==> src/rtl/irq_pkg.sv <==
package irq_pkg;
    localparam int NSRC  = 6;
    localparam int IDX_W = $clog2(NSRC);
    localparam int VEC_W = 16;
    localparam int VEC_BASE = 3;
    localparam int VEC_STEP = 8;

    typedef enum logic [IDX_W-1:0] {
        SRC_EXT0 = 3'd0,
        SRC_TMR0 = 3'd1,
        SRC_EXT1 = 3'd2,
        SRC_TMR1 = 3'd3,
        SRC_SER  = 3'd4,
        SRC_TMR2 = 3'd5
    } src_e;

    typedef struct packed {
        logic             valid;
        logic             hi;
        logic [IDX_W-1:0] idx;
    } pick_t;

    function automatic logic [VEC_W-1:0] vec_of(input logic [IDX_W-1:0] idx);
        return VEC_W'(VEC_BASE + VEC_STEP * int'(idx));
    endfunction
endpackage

==> src/rtl/irq_regs.sv <==
module irq_regs
    import irq_pkg::*;
#(
    parameter logic [7:0] EN_ADDR  = 8'hA8,
    parameter logic [7:0] PRI_ADDR = 8'hB8
) (
    input  logic            clk,
    input  logic            rst,
    input  logic [7:0]      bus_addr,
    input  logic            bus_wr,
    input  logic [7:0]      bus_wdata,
    output logic [7:0]      bus_rdata,
    output logic [NSRC-1:0] en_mask,
    output logic            glob_en,
    output logic [NSRC-1:0] prio
);
    localparam logic [7:0] EN_KEEP  = 8'h80 | 8'((1 << NSRC) - 1);
    localparam logic [7:0] PRI_KEEP = 8'((1 << NSRC) - 1);

    logic [7:0] en_q;
    logic [7:0] pri_q;

    always_ff @(posedge clk) begin
        if (rst) begin
            en_q  <= 8'h00;
            pri_q <= 8'h00;
        end else if (bus_wr) begin
            if (bus_addr == EN_ADDR)  en_q  <= bus_wdata & EN_KEEP;
            if (bus_addr == PRI_ADDR) pri_q <= bus_wdata & PRI_KEEP;
        end
    end

    always_comb begin
        bus_rdata = 8'h00;
        if (bus_addr == EN_ADDR)       bus_rdata = en_q;
        else if (bus_addr == PRI_ADDR) bus_rdata = pri_q;
    end

    assign en_mask = en_q[NSRC-1:0];
    assign glob_en = en_q[7];
    assign prio    = pri_q[NSRC-1:0];


    reset_clears_regs_chk: assert property (@(posedge clk)
        rst |=> (en_q == 8'h00 && pri_q == 8'h00));
endmodule

==> src/rtl/irq_arbiter.sv <==
module irq_arbiter
    import irq_pkg::*;
(
    input  logic [NSRC-1:0] cand,
    input  logic            lvl_hi,
    output pick_t           pick
);
    always_comb begin
        pick    = '0;
        pick.hi = lvl_hi;
        for (int i = NSRC - 1; i >= 0; i--) begin
            if (cand[i]) begin
                pick.valid = 1'b1;
                pick.idx   = IDX_W'(i);
            end
        end
    end
endmodule

==> src/rtl/irq_level_tracker.sv <==
module irq_level_tracker (
    input  logic clk,
    input  logic rst,
    input  logic set_hi,
    input  logic set_lo,
    input  logic reti,
    output logic insvc_hi,
    output logic insvc_lo
);
    logic hi_q, lo_q;
    logic hi_n, lo_n;

    always_comb begin
        hi_n = hi_q;
        lo_n = lo_q;
        if (reti) begin
            if (hi_q) hi_n = 1'b0;
            else      lo_n = 1'b0;
        end
        if (set_hi) hi_n = 1'b1;
        if (set_lo) lo_n = 1'b1;
    end

    always_ff @(posedge clk) begin
        if (rst) begin
            hi_q <= 1'b0;
            lo_q <= 1'b0;
        end else begin
            hi_q <= hi_n;
            lo_q <= lo_n;
        end
    end

    assign insvc_hi = hi_q;
    assign insvc_lo = lo_q;


    reti_unwinds_one_chk: assert property (@(posedge clk) disable iff (rst)
        (reti && hi_q && lo_q && !set_hi && !set_lo) |=> (!hi_q && lo_q));
endmodule

==> src/rtl/irq_vector_ctl.sv <==
module irq_vector_ctl
    import irq_pkg::*;
#(
    parameter logic [7:0] EN_ADDR  = 8'hA8,
    parameter logic [7:0] PRI_ADDR = 8'hB8
) (
    input  logic             clk,
    input  logic             rst,
    input  logic             cyc_stb,
    input  logic [NSRC-1:0]  src_req,
    input  logic [7:0]       bus_addr,
    input  logic             bus_wr,
    input  logic [7:0]       bus_wdata,
    output logic [7:0]       bus_rdata,
    output logic             irq_req,
    output logic [VEC_W-1:0] irq_vec,
    input  logic             irq_ack,
    input  logic             reti
);
    logic [NSRC-1:0] en_mask, prio, pend_q, elig;
    logic            glob_en;
    logic            insvc_hi, insvc_lo;
    logic            allow_hi, allow_lo, grant;
    pick_t           picks [2];
    pick_t           sel;
    logic            req_q, lvl_q;
    logic [VEC_W-1:0] vec_q;

    irq_regs #(.EN_ADDR(EN_ADDR), .PRI_ADDR(PRI_ADDR)) regs_i (
        .clk(clk), .rst(rst), .bus_addr(bus_addr), .bus_wr(bus_wr),
        .bus_wdata(bus_wdata), .bus_rdata(bus_rdata),
        .en_mask(en_mask), .glob_en(glob_en), .prio(prio)
    );

    always_ff @(posedge clk) begin
        if (rst)          pend_q <= '0;
        else if (cyc_stb) pend_q <= src_req;
    end

    assign elig = pend_q & en_mask & {NSRC{glob_en}};

    for (genvar lv = 0; lv < 2; lv++) begin : g_lvl
        irq_arbiter arb_i (
            .cand  (lv == 1 ? (elig & prio) : (elig & ~prio)),
            .lvl_hi(lv == 1),
            .pick  (picks[lv])
        );
    end

    assign allow_hi = picks[1].valid && !insvc_hi;
    assign allow_lo = picks[0].valid && !insvc_hi && !insvc_lo;
    assign grant    = !req_q && !reti && (allow_hi || allow_lo);
    assign sel      = allow_hi ? picks[1] : picks[0];

    always_ff @(posedge clk) begin
        if (rst) begin
            req_q <= 1'b0;
            lvl_q <= 1'b0;
            vec_q <= '0;
        end else if (req_q) begin
            if (irq_ack) req_q <= 1'b0;
        end else if (grant) begin
            req_q <= 1'b1;
            lvl_q <= sel.hi;
            vec_q <= vec_of(sel.idx);
        end
    end

    irq_level_tracker trk_i (
        .clk(clk), .rst(rst),
        .set_hi(req_q && irq_ack && lvl_q),
        .set_lo(req_q && irq_ack && !lvl_q),
        .reti(reti),
        .insvc_hi(insvc_hi), .insvc_lo(insvc_lo)
    );

    assign irq_req = req_q;
    assign irq_vec = vec_q;


    vec_held_chk: assert property (@(posedge clk) disable iff (rst)
        (irq_req && !irq_ack) |=> (irq_req && $stable(irq_vec)));


    ack_drops_chk: assert property (@(posedge clk) disable iff (rst)
        (irq_req && irq_ack) |=> !irq_req);


    nesting_rule_chk: assert property (@(posedge clk) disable iff (rst)
        irq_req |-> (!insvc_hi && (lvl_q || !insvc_lo)));


    reti_no_grant_chk: assert property (@(posedge clk) disable iff (rst)
        (reti && !irq_req) |=> !irq_req);


    global_gate_chk: assert property (@(posedge clk) disable iff (rst)
        (!irq_req && !glob_en) |=> !irq_req);
endmodule

==> config.mk <==
export PLATFORM = sky130hd
export DESIGN_NAME = irq_vector_ctl
export DESIGN_NICKNAME = d
export VERILOG_FILES = /design/src/rtl/irq_pkg.sv /design/src/rtl/irq_regs.sv /design/src/rtl/irq_arbiter.sv /design/src/rtl/irq_level_tracker.sv /design/src/rtl/irq_vector_ctl.sv
export SDC_FILE = /design/constraint.sdc
export NUM_CORES = 1
export LEC_CHECK = 0
export BUFFER_PORTS_ARGS = -buffer_cell sky130_fd_sc_hd__buf_2
export CAP_MARGIN = 20
export CELL_PAD_IN_SITES_DETAIL_PLACEMENT = 0
export CELL_PAD_IN_SITES_GLOBAL_PLACEMENT = 1
export CORE_ASPECT_RATIO = 0.7
export CORE_MARGIN = 1.5
export CORE_UTILIZATION = 35
export CTS_CLUSTER_DIAMETER = 50
export DETAILED_ROUTE_END_ITERATION = 10
export MAX_ROUTING_LAYER = met4
export PLACE_DENSITY_LB_ADDON = 0.1
export RECOVER_POWER = 50
export SLEW_MARGIN = 10
export SYNTH_ARGS = -nofsm -noshare
export SYNTH_HDL_FRONTEND = slang
export SYNTH_SLANG_ARGS = --single-unit
==> constraint.sdc <==
create_clock -name clk -period 2.1 [get_ports clk]
set_clock_uncertainty 0.05 [all_clocks]
set_input_delay 0.42 -clock clk [delete_from_list [all_inputs] [get_ports clk]]
set_output_delay 0.42 -clock clk [all_outputs]
set_load 0.01 [all_outputs]
==> results.md, run 1 <==
- Drt first pass iters: 4
- Pwr/cell area: 519 nW/um2
- Buf/Inv on CP: 3
- Post-Syn Area: 1440 um2
- R2R Setup Slk: 0.15 ns
- Gpl congestion: 0.792
- Top cell by count, worst path: buf_2
- Crit. End Element: output pin
- Final setup viols: 0
- Crit path largest cell delay: 0.41 ns
- Final Hold Fails: 0
- Sequential share of the synthesized area: 37.5%
- Status: completed
- FFs w/ async S/R, synth: 0%
- Synthesis-to-finish area growth: 19.0%
- CP Launch Type: input port
- HPWL Detailed: 2.66 mm
- Routed Antenna Nets: 0
- Hold buffers post-CTS: 0
- Hold crit path type: in2reg
- CTS clk-pin slew, worst paths: 0.09 ns
- Crit path required time: 1.63 ns
- Slew of the pin with the lowest slew margin: 0.572 ns
- Antenna Cells: 0
- Critical Path, Cell by Cell: buf_2 > or3b_4 > nor3_4 > buf_6 > a22o_1 > buf_2
- Syn Area/Cell: 8.29 um2
- Die ar.: 4520 um2
- Crit path DAT: 1.58 ns
- Max H-tree Level: 1
- Antenna violations before repair: 0
- Count leader, synth: dfxtp_1
- First-pass GRT wire length: 5.52 mm
- Clk root buf: clkbuf_8
- Port bufs: 39
- I/O Pins: 53
- Yosys top cell area share: 37.5%
- Crit path time final: 2.05 ns
- Cells after Synth: 174
- CTS tree: yes
- Clock tree buffer depth: 2
- Final wirelength: 3.63 mm
- Leak: 0.704 nW
- Num CTS Buffers: 3
- Synth cell count leaders: dfxtp_1 (27), a21oi_1 (22), nand2_1 (17), nand3_1 (15), buf_4 (13)
- Initial Util: 36.6%
- Distinct cells, synth: 40
- Slew headroom: 61.5%
- Via count: 1394
- Crit share post-route: 97.8%
- Vias in the first global route: 1218
- Max Slew Vio Count: 0
- Worst setup path category: in2out
- Avg WL per Cell: 13.7 um
- Starting DRT DRC Count: 32
- Largest net degree at the start of global routing: 28
- Non-Filler Instances: 266
- GRT Total Usage: 16.5%
- Leading area contributor after synthesis: dfxtp_1
- Clock sink total: 27
- Post-synth top flop: dfxtp_1
- Total power: 890 uW
- Delay-heaviest family, CP: simple AND/OR/NAND/NOR gates
- Unrepaired setup endpoints after global routing: no
- FP Rows: 19
- Die X: 79.7 um
- Post-synth EDFFs: 0
- DRC Markers: 0
- Die Span Y: 56.7 um
- Share of cells above drive strength 1: 24.3%
- Core area: 3950 um2
- Crit path max fanout: 7
- Peak VDD IR: 228 uV
- MaxCap Viol Count: 0
- Grt total ovfl: 0
- Vias/cell: 5.24
- Synthesis-stage register bit count: 27
- Synth top area cells: dfxtp_1 (37%), a21oi_1 (7.6%), buf_4 (6.8%), nand3_1 (5.2%), nand2_1 (4.4%)
- Fill cells: 420
- Util after Layout: 43.5%
- Fmax: 0.487 GHz
- Slowest-stage cell, CP: or3b_4
- Fin area: 1720 um2
- Clock Latency Late Sink: 0.27 ns
- Cell Area, Placed: 1640 um2
- Inst Count DP: 258
- Synth warn: 0
- Nets: 243
-- per-layer routing --
metal  routed length, um  track usage [%]  up-vias  share of wire, %
met1                1760             22.8      649                49
li1                    -                -      692                 -
met5                   0                -        -                 0
met3                 263             4.07        2               7.2
met4                  24             4.43        0              0.66
met2                1580             24.0       51                44
-- where the power goes --
group / internal (mW) / total, mW / switching [mW]
clock: 0.136 / 0.293 / 0.157
combinational: 0.0287 / 0.0719 / 0.0431
sequential: 0.519 / 0.525 / 0.00641
total: 0.683 / 0.890 / 0.207
-- registers in the layout, summed over array words and instances (netlist names) --
signal	flops
regs_i.en_q	7
pend_q	6
regs_i.pri_q	6
irq_vec	4
irq_req	1
lvl_q	1
trk_i.insvc_hi	1
trk_i.insvc_lo	1
-- worst min-delay path, stage by stage --
cell	delay, ns
buf_2	0.07
mux2i_1	0.05
nor2_1	0.08
-- layout by cell type (no fill, tap or decap), types with 6 or more instances in the layout --
master / netlist / final
nand4_1: 7 / 7
nor2_1: 10 / 10
a21oi_1: 22 / 22
dfxtp_1: 27 / 27
mux2i_1: 6 / 6
nand2_1: 17 / 17
buf_2: 3 / 34
a22o_1: 6 / 6
nand3_1: 15 / 15
conb_1: 1 / 12
clkbuf_1: 6 / 7
-- timing repair --
action | in CTS | in global routing
pin swaps | 0 | 1
gates cloned | 0 | 1
gates resized for setup | 1 | 3
setup endpoints to repair | 5 | 7
endpoints found under the hold margin | 0 | 0
setup buffers | 2 | 1
-- final timing paths --
kind / startpoint / endpoint / depth (start not counted)
max: bus_addr[1] / bus_rdata[1] / 6
min: src_req[4] / pend_q[4]$_SDFFE_PP0P_ / 3
max reg2reg: regs_i.en_q[7]$_SDFFE_PP0P_ / irq_vec[1]$_SDFFE_PP0P_ / 5
min reg2reg: irq_vec[1]$_SDFFE_PP0P_ / irq_vec[1]$_SDFFE_PP0P_ / 2
-- cells by family after synthesis --
logic type | count (synthesis) | share of synthesized area (%)
AO/OA/AOI/OAI | 44 | 20.2
other | 1 | 0.260
multiplexers | 6 | 4.16
AND/OR/NAND/NOR | 70 | 27.5
buffers and inverters | 26 | 10.4
flip-flops | 27 | 37.5
-- area by class of cell --
cell class | count | area [um2] | share of cell area (%)
repair buffers | 47 | 249 | 14.5
clock buffers | 4 | 45.0 | 2.62
inverters | 4 | 15.0 | 0.875
multi-input cells | 132 | 802 | 46.7
flip-flops and latches | 27 | 541 | 31.5
well taps | 52 | 65.1 | 3.79
-- metrics by stage --
step	setup TNS, ns	hold WS (ns)	setup slack [ns]
6_report	0	0.335	0.0455
3_3_place_gp	0	0.392	0.0266
2_1_floorplan	0	0.394	0.0425
3_5_place_dp	-0.0184	0.400	-0.0147
5_1_grt	0	0.336	0.00523
4_1_cts	0	0.330	0.0103
(Power assumes the default switching activity.)
==> run 2, diff against run 1 <==
--- a/config.mk
+++ b/config.mk
@@ -9,8 +9,8 @@
 export CAP_MARGIN = 20
 export CELL_PAD_IN_SITES_DETAIL_PLACEMENT = 0
-export CELL_PAD_IN_SITES_GLOBAL_PLACEMENT = 1
-export CORE_ASPECT_RATIO = 0.7
+export CELL_PAD_IN_SITES_GLOBAL_PLACEMENT = 2
+export CORE_ASPECT_RATIO = 1.75
 export CORE_MARGIN = 1.5
-export CORE_UTILIZATION = 35
+export CORE_UTILIZATION = 27
 export CTS_CLUSTER_DIAMETER = 50
 export DETAILED_ROUTE_END_ITERATION = 10
--- a/constraint.sdc
+++ b/constraint.sdc
@@ -3,3 +3,3 @@
 set_input_delay 0.42 -clock clk [delete_from_list [all_inputs] [get_ports clk]]
 set_output_delay 0.42 -clock clk [all_outputs]
-set_load 0.01 [all_outputs]
+set_load 0.05 [all_outputs]
==> run 2 against run 1 <==
Net effect:
- worst setup slack improved by 0.018 ns
- non-clock buffer count fell by 1
- clock power barely moved
- sequential share of layout area fell by 1.3 points
- flip-flop and latch count did not move
- worst hold slack improved by 0.0025 ns
- final cell count rose by 0.75%
- maximum frequency rose by 0.89%
- sequential power barely moved
- via count fell by 2.5%
- register-to-register slack barely moved
- first-iteration DRC count rose by 44%
==> results.md, run 2 (synthesis gave the netlist of run 1 again) <==
- Status: completed
- Antenna violations before repair: 0 (unchanged)
- Util after Layout: 34.3% (-9.2 points)
- CTS tree: yes
- Most common cell after layout, fill and taps aside: dfxtp_1
- Grt total ovfl: 0 (unchanged)
- Clock tree buffer depth: 2 (unchanged)
- Clock sink total: 27 (unchanged)
- DRC Markers: 0 (unchanged)
- Drt first pass iters: 6 (+2)
- Antenna Cells: 0 (unchanged)
- Gr busiest metal: met2
- Crit share post-route: 97.0% (-0.87 points)
- Hold Path End: pend_q[1]$_SDFFE_PP0P_
- Slew of the pin with the lowest slew margin: 1.22 ns (+0.652 ns)
- Final Hold Fails: 0 (unchanged)
- Fmax: 0.491 GHz (+0.89%)
- Worst setup path category: in2out
- Clock Latency Late Sink: 0.27 ns (about the same)
- Hold crit path type: in2reg
- Hold_ws: 0.338 ns (+0.00254 ns)
- Global Route met1 Usage: 14.8% (-8.0 points)
- Routed Antenna Nets: 0 (unchanged)
- Crit path time final: 2.04 ns (-0.0182 ns)
- I/O Pins: 53 (unchanged)
- Fin area: 1790 um2 (+4.2%)
- Num CTS Buffers: 3 (unchanged)
- GRT met2 Usage: 30.0% (+6.0 points)
- Max Slew Vio Count: 0 (unchanged)
- Post-CTS Setup Inserts: 0 (-2)
- Non-Filler Instances: 268 (+0.75%)
- R2r startpoint: regs_i.en_q[7]$_SDFFE_PP0P_
- Peak VDD IR: 332 uV (+45%)
- CTS clk-pin slew, worst paths: 0.09 ns (about the same)
- Hold buffers post-CTS: 0 (unchanged)
- Starting DRT DRC Count: 46 (+44%)
- Most frequent cells in the layout: dfxtp_1 (27), buf_2 (25), a21oi_1 (22)
- GRT met3 Usage: 1.69% (-2.4 points)
- FP Rows: 35 (+16)
- Crit. End Element: output pin
- R2r worst-path depth: 5 (unchanged)
- Die Span Y: 99.7 um (+76%)
- Max H-tree Level: 1 (unchanged)
- Reg2Reg Capture Point: irq_vec[1]$_SDFFE_PP0P_
- GRT Total Usage: 15.3% (-1.2 points)
- Synthesis-to-finish area growth: 23.9%
- Port bufs: 39 (unchanged)
- HPWL Detailed: 3.17 mm (+19%)
- Vias in the first global route: 1387 (+14%)
- R2R Setup Slk: 0.16 ns (about the same)
- Initial Util: 27.7% (-8.9 points)
- Die X: 58.3 um (-27%)
- CP Launch Type: input port
- Leak: 0.712 nW (+1.2%)
- Vias/cell: 5.07 (-3.2%)
- Crit path DAT: 1.57 ns (about the same)
- Clk root buf: clkbuf_8
- Inst Count DP: 263 (+1.9%)
- Gpl congestion: 0.744 (-6.1%)
- Sequential cell area: 541 um2 (unchanged)
- Fill cells: 582 (+39%)
- Final setup margin: 0.0637 ns (+0.0182 ns)
- Pwr/cell area: 521 nW/um2 (+0.48%)
- Final setup viols: 0 (unchanged)
- Largest regs: regs_i.en_q (7), pend_q (6), regs_i.pri_q (6)
- Unrepaired setup endpoints after global routing: no
- Top reg by flops: regs_i.en_q
- Nets: 242 (-0.41%)
- Max FFs per register: 7 (unchanged)
- Multi-input logic area: 825 um2 (+2.8%)
- Share of cells above drive strength 1: 27.2% (+2.9 points)
- Hold Crit Start: src_req[1]
- Final wirelength: 4.08 mm (+12%)
- Avg WL per Cell: 15.2 um (+11%)
- Post-Place Worst Slack: -0.153 ns (-0.138 ns)
- Cell Area, Placed: 1670 um2 (+1.8%)
- First-pass GRT wire length: 6.64 mm (+20%)
- Via count: 1359 (-2.5%)
- Largest net degree at the start of global routing: 28 (unchanged)
- Worst Hold Depth: 3 (unchanged)
- Core area: 5210 um2 (+32%)
- Crit path max fanout: 9 (+2)
- Die ar.: 5810 um2 (+28%)
- Crit path required time: 1.63 ns (about the same)
- Slew headroom: 18.4% (-43 points)
- MaxCap Viol Count: 0 (unchanged)
run 2: cell count changes in the layout (fill, tap and decap cells not counted), moves of 5 or more:
cell	before	now
a22o_2	0	5
a22o_1	6	0
buf_2	34	25
buf_6	1	8
run 2: how the worst max path moves through the flow:
stage	endpoint	cells past startpoint	slack [ns]	from
floorplan	bus_rdata[0]	4	-0.09	bus_addr[1]
global placement	bus_rdata[0]	6	-0.14	bus_addr[1]
detailed placement	bus_rdata[0]	6	-0.15	bus_addr[1]
CTS	bus_rdata[1]	6	-0.01	bus_addr[1]
global route	bus_rdata[7]	6	0.01	bus_addr[1]
finish	bus_rdata[7]	6	0.06	bus_addr[1]
run 2: where the power goes:
| part | internal [mW] | total, mW | switching (mW) | leakage [nW] |
|---|---|---|---|---|
| sequential | 0.519 | 0.527 | 0.00779 | 0.219 |
| combinational | 0.0285 | 0.109 | 0.0801 | 0.471 |
| clock | 0.136 | 0.296 | 0.161 | 0.0228 |
run 2: final cells by class:
class	count	share of cell area (%)
timing repair buffer	46	16.4
clock buffer	4	2.52
tap	55	3.85
inverter	4	0.840
sequential	27	30.2
multi-input combinational	132	46.1
run 2: worst max-delay path, cell delays in order:
cell,delay [ns]
buf_2,0.09
or3b_4,0.41
nor3_2,0.14
buf_6,0.17
and2_4,0.14
buf_4,0.18
run 2: layer usage:
metal | share of wire (%) | vias to the layer above
met3 | 2.2 | 4
li1 | - | 692
met2 | 59 | 26
met1 | 38 | 637
met4 | 1.5 | 0
met5 | 0 | -
run 2: repair_timing:
item,CTS,global route
pin swaps,1,1
gates cloned,1,0
setup endpoints to repair,7,6
resized for setup,23,0
run 2: stage by stage:
| stage | power, mW | TNS [ns] |
|---|---|---|
| final | 0.932 | 0 |
| after global routing | 0.978 | 0 |
| after CTS | 0.947 | -0.0466 |
| after detailed placement | 0.645 | -0.943 |
| after global placement | 0.642 | -0.875 |
| after floorplan | 0.626 | -0.514 |
==> run 3, diff against run 2 <==
- BUFFER_PORTS_ARGS: -buffer_cell sky130_fd_sc_hd__buf_2 -> not set
- CORE_UTILIZATION: 27 -> 34
- DONT_BUFFER_PORTS: not set -> 1
- HOLD_SLACK_MARGIN: not set -> 0.15
==> run 3 against run 2 <==
Net effect:
- maximum frequency rose by 2.3%
- utilization grew 7.8 points
- total power shrank 3.3%
- combinational power down 24%
- worst setup slack better by 0.046 ns
- routed wire length shrank 2.0%
- worst hold slack worse by 0.18 ns
- die area shrank 20%
- final cell count shrank 11%
- first-iteration DRC count is 33% lower
- largest cell class unchanged
- sequential share of layout area is 1.0 points higher
- clock power about the same
==> results.md, run 3 (synthesis gave the netlist of run 1 again) <==
- Crit path DAT: 1.52 ns (-0.05 ns)
- Antenna violations before repair: 0 (unchanged)
- Largest regs: regs_i.en_q (7), pend_q (6), regs_i.pri_q (6)
- Antenna Cells: 0 (unchanged)
- Vias/cell: 5.57 (+9.9%)
- Final wirelength: 4.00 mm (-2.0%)
- Crit. End Element: output pin
- R2r startpoint: regs_i.en_q[7]$_SDFFE_PP0P_
- MaxCap Viol Count: 0 (unchanged)
- Status: completed
- DRC Markers: 0 (unchanged)
- Slew headroom: 59.8% (+41 points)
- Most frequent cells in the layout: dfxtp_1 (27), a21oi_1 (22), nand2_1 (17)
- Share of cells above drive strength 1: 18.5% (-8.7 points)
- CTS tree: yes
- Hold Crit Start: rst
- Unrepaired setup endpoints after global routing: no
- Worst setup path category: in2out
- Leak: 0.646 nW (-9.2%)
- Die Span Y: 89.2 um (-11%)
- Clock Latency Late Sink: 0.27 ns (about the same)
- Initial Util: 35.1% (+7.4 points)
- Crit path max fanout: 8 (-1)
- Worst Hold Depth: 1 (-2)
- Crit share post-route: 94.8% (-2.2 points)
- Hold Path End: regs_i.en_q[3]$_SDFFE_PP0P_
- Clock tree buffer depth: 2 (unchanged)
- Clock sink total: 27 (unchanged)
- Peak VDD IR: 314 uV (-5.3%)
- Max Slew Vio Count: 0 (unchanged)
- First-pass GRT wire length: 5.39 mm (-19%)
- CP Launch Type: input port
- Cell Area, Placed: 1570 um2 (-5.9%)
- Synthesis-to-finish area growth: 19.9%
- Max H-tree Level: 1 (unchanged)
- Reg2Reg Capture Point: irq_vec[1]$_SDFFE_PP0P_
- Grt total ovfl: 0 (unchanged)
- Crit path time final: 1.99 ns (-0.0458 ns)
- Hold crit path type: in2reg
- GRT Total Usage: 16.0% (+0.64 points)
- Met2 WL: 2.23 mm (-6.6%)
- Routed Antenna Nets: 0 (unchanged)
- CTS clk-pin slew, worst paths: 0.09 ns (about the same)
- Fmax: 0.502 GHz (+2.3%)
- Vias in the first global route: 1192 (-14%)
- Final setup TNS: 0 ns (unchanged)
- Num CTS Buffers: 3 (unchanged)
- Nets: 218 (-9.9%)
- R2r worst-path depth: 5 (unchanged)
- Most common cell after layout, fill and taps aside: dfxtp_1
- Crit path required time: 1.63 ns (about the same)
- Pwr/cell area: 521 nW/um2 (about the same)
- Avg WL per Cell: 16.8 um (+10%)
- Max FFs per register: 7 (unchanged)
- I/O Pins: 53 (unchanged)
- Die X: 52.2 um (-10%)
- Port bufs: 0 (-100%)
- Slew of the pin with the lowest slew margin: 0.601 ns (-0.623 ns)
- Gpl congestion: 0.895 (+20%)
- Highest Signal Layer: met4
- Drt first pass iters: 4 (-2)
- Final setup viols: 0 (unchanged)
- Fin area: 1730 um2 (-3.2%)
- Clk root buf: clkbuf_8
- Final Hold Fails: 0 (unchanged)
- WL met3: 152 um (+73%)
- Die ar.: 4660 um2 (-20%)
- Util after Layout: 42.1% (+7.8 points)
- Starting DRT DRC Count: 31 (-33%)
- Metal-1 WL: 1.44 mm (-6.3%)
- HPWL Detailed: 2.69 mm (-15%)
- Top reg by flops: regs_i.en_q
- Core area: 4110 um2 (-21%)
- FP Rows: 31 (-11%)
- R2R Setup Slk: 0.14 ns (-0.02 ns)
- Via count: 1326 (-2.4%)
- Largest net degree at the start of global routing: 28 (unchanged)
[run 3: changes by cell type in the layout (fill, tap and decap cells not counted), moves of 4 or more]
cell | previous run | this run
buf_12 | 0 | 6
buf_2 | 25 | 1
buf_6 | 8 | 2
clkbuf_1 | 8 | 3
dlygate4sd3_1 | 0 | 4
[run 3: worst max-delay path by stage]
| stage | from | to | slack [ns] | cells after the start |
|---|---|---|---|---|
| after global routing | regs_i.en_q[7]$_SDFFE_PP0P_ | irq_vec[1]$_SDFFE_PP0P_ | 0.06 | 5 |
| after CTS | bus_addr[1] | bus_rdata[5] | 0.02 | 5 |
| after detailed placement | bus_addr[1] | bus_rdata[5] | 0.02 | 5 |
| after floorplan | bus_addr[1] | bus_rdata[0] | -0.09 | 4 |
| after global placement | bus_addr[1] | bus_rdata[5] | 0.05 | 5 |
| final | bus_addr[1] | bus_rdata[2] | 0.11 | 5 |
[run 3: layer usage]
layer  track usage [%]  vias up
met5                 -        -
met3              2.17       10
li1                  -      645
met1              15.6      630
met4              9.09        0
met2              29.3       41
[run 3: layout make-up]
cell class	count	area, um2
fillers	469	2380
repair buffers	22	245
well taps	49	61.3
inverters	4	15.0
multi-input cells	132	823
clock buffers	4	45.0
flip-flops and latches	27	541
[run 3: power by group]
part	total, mW	internal [mW]	switching (mW)	leakage (nW)
logic	0.0825	0.0175	0.0650	0.405
clock network	0.294	0.136	0.158	0.0228
registers	0.525	0.519	0.00649	0.219
total	0.901	0.672	0.229	0.646
[run 3: worst max-delay path, cell delays in order]
cell	delay [ns]
or3b_4	0.41
nor3_4	0.21
buf_6	0.16
a22o_2	0.18
buf_12	0.14
[run 3: timing repair]
item	4_1_cts	5_1_grt
buffers inserted	0	6
hold endpoints to repair	0	12
hold buffers	0	4
endpoints found under the setup margin	0	6
gates resized for setup	0	6
[run 3: through the flow]
step / std cells / hold slack [ns] / setup slack, ns / power, mW
floorplan: 185 / 0.394 / -0.0856 / 0.626
global placement: 222 / 0.407 / 0.0474 / 0.600
detailed placement: 222 / 0.423 / 0.0195 / 0.601
CTS: 226 / 0.153 / 0.0181 / 0.889
global route: 238 / 0.151 / 0.0580 / 0.933
finish: 238 / 0.158 / 0.109 / 0.901
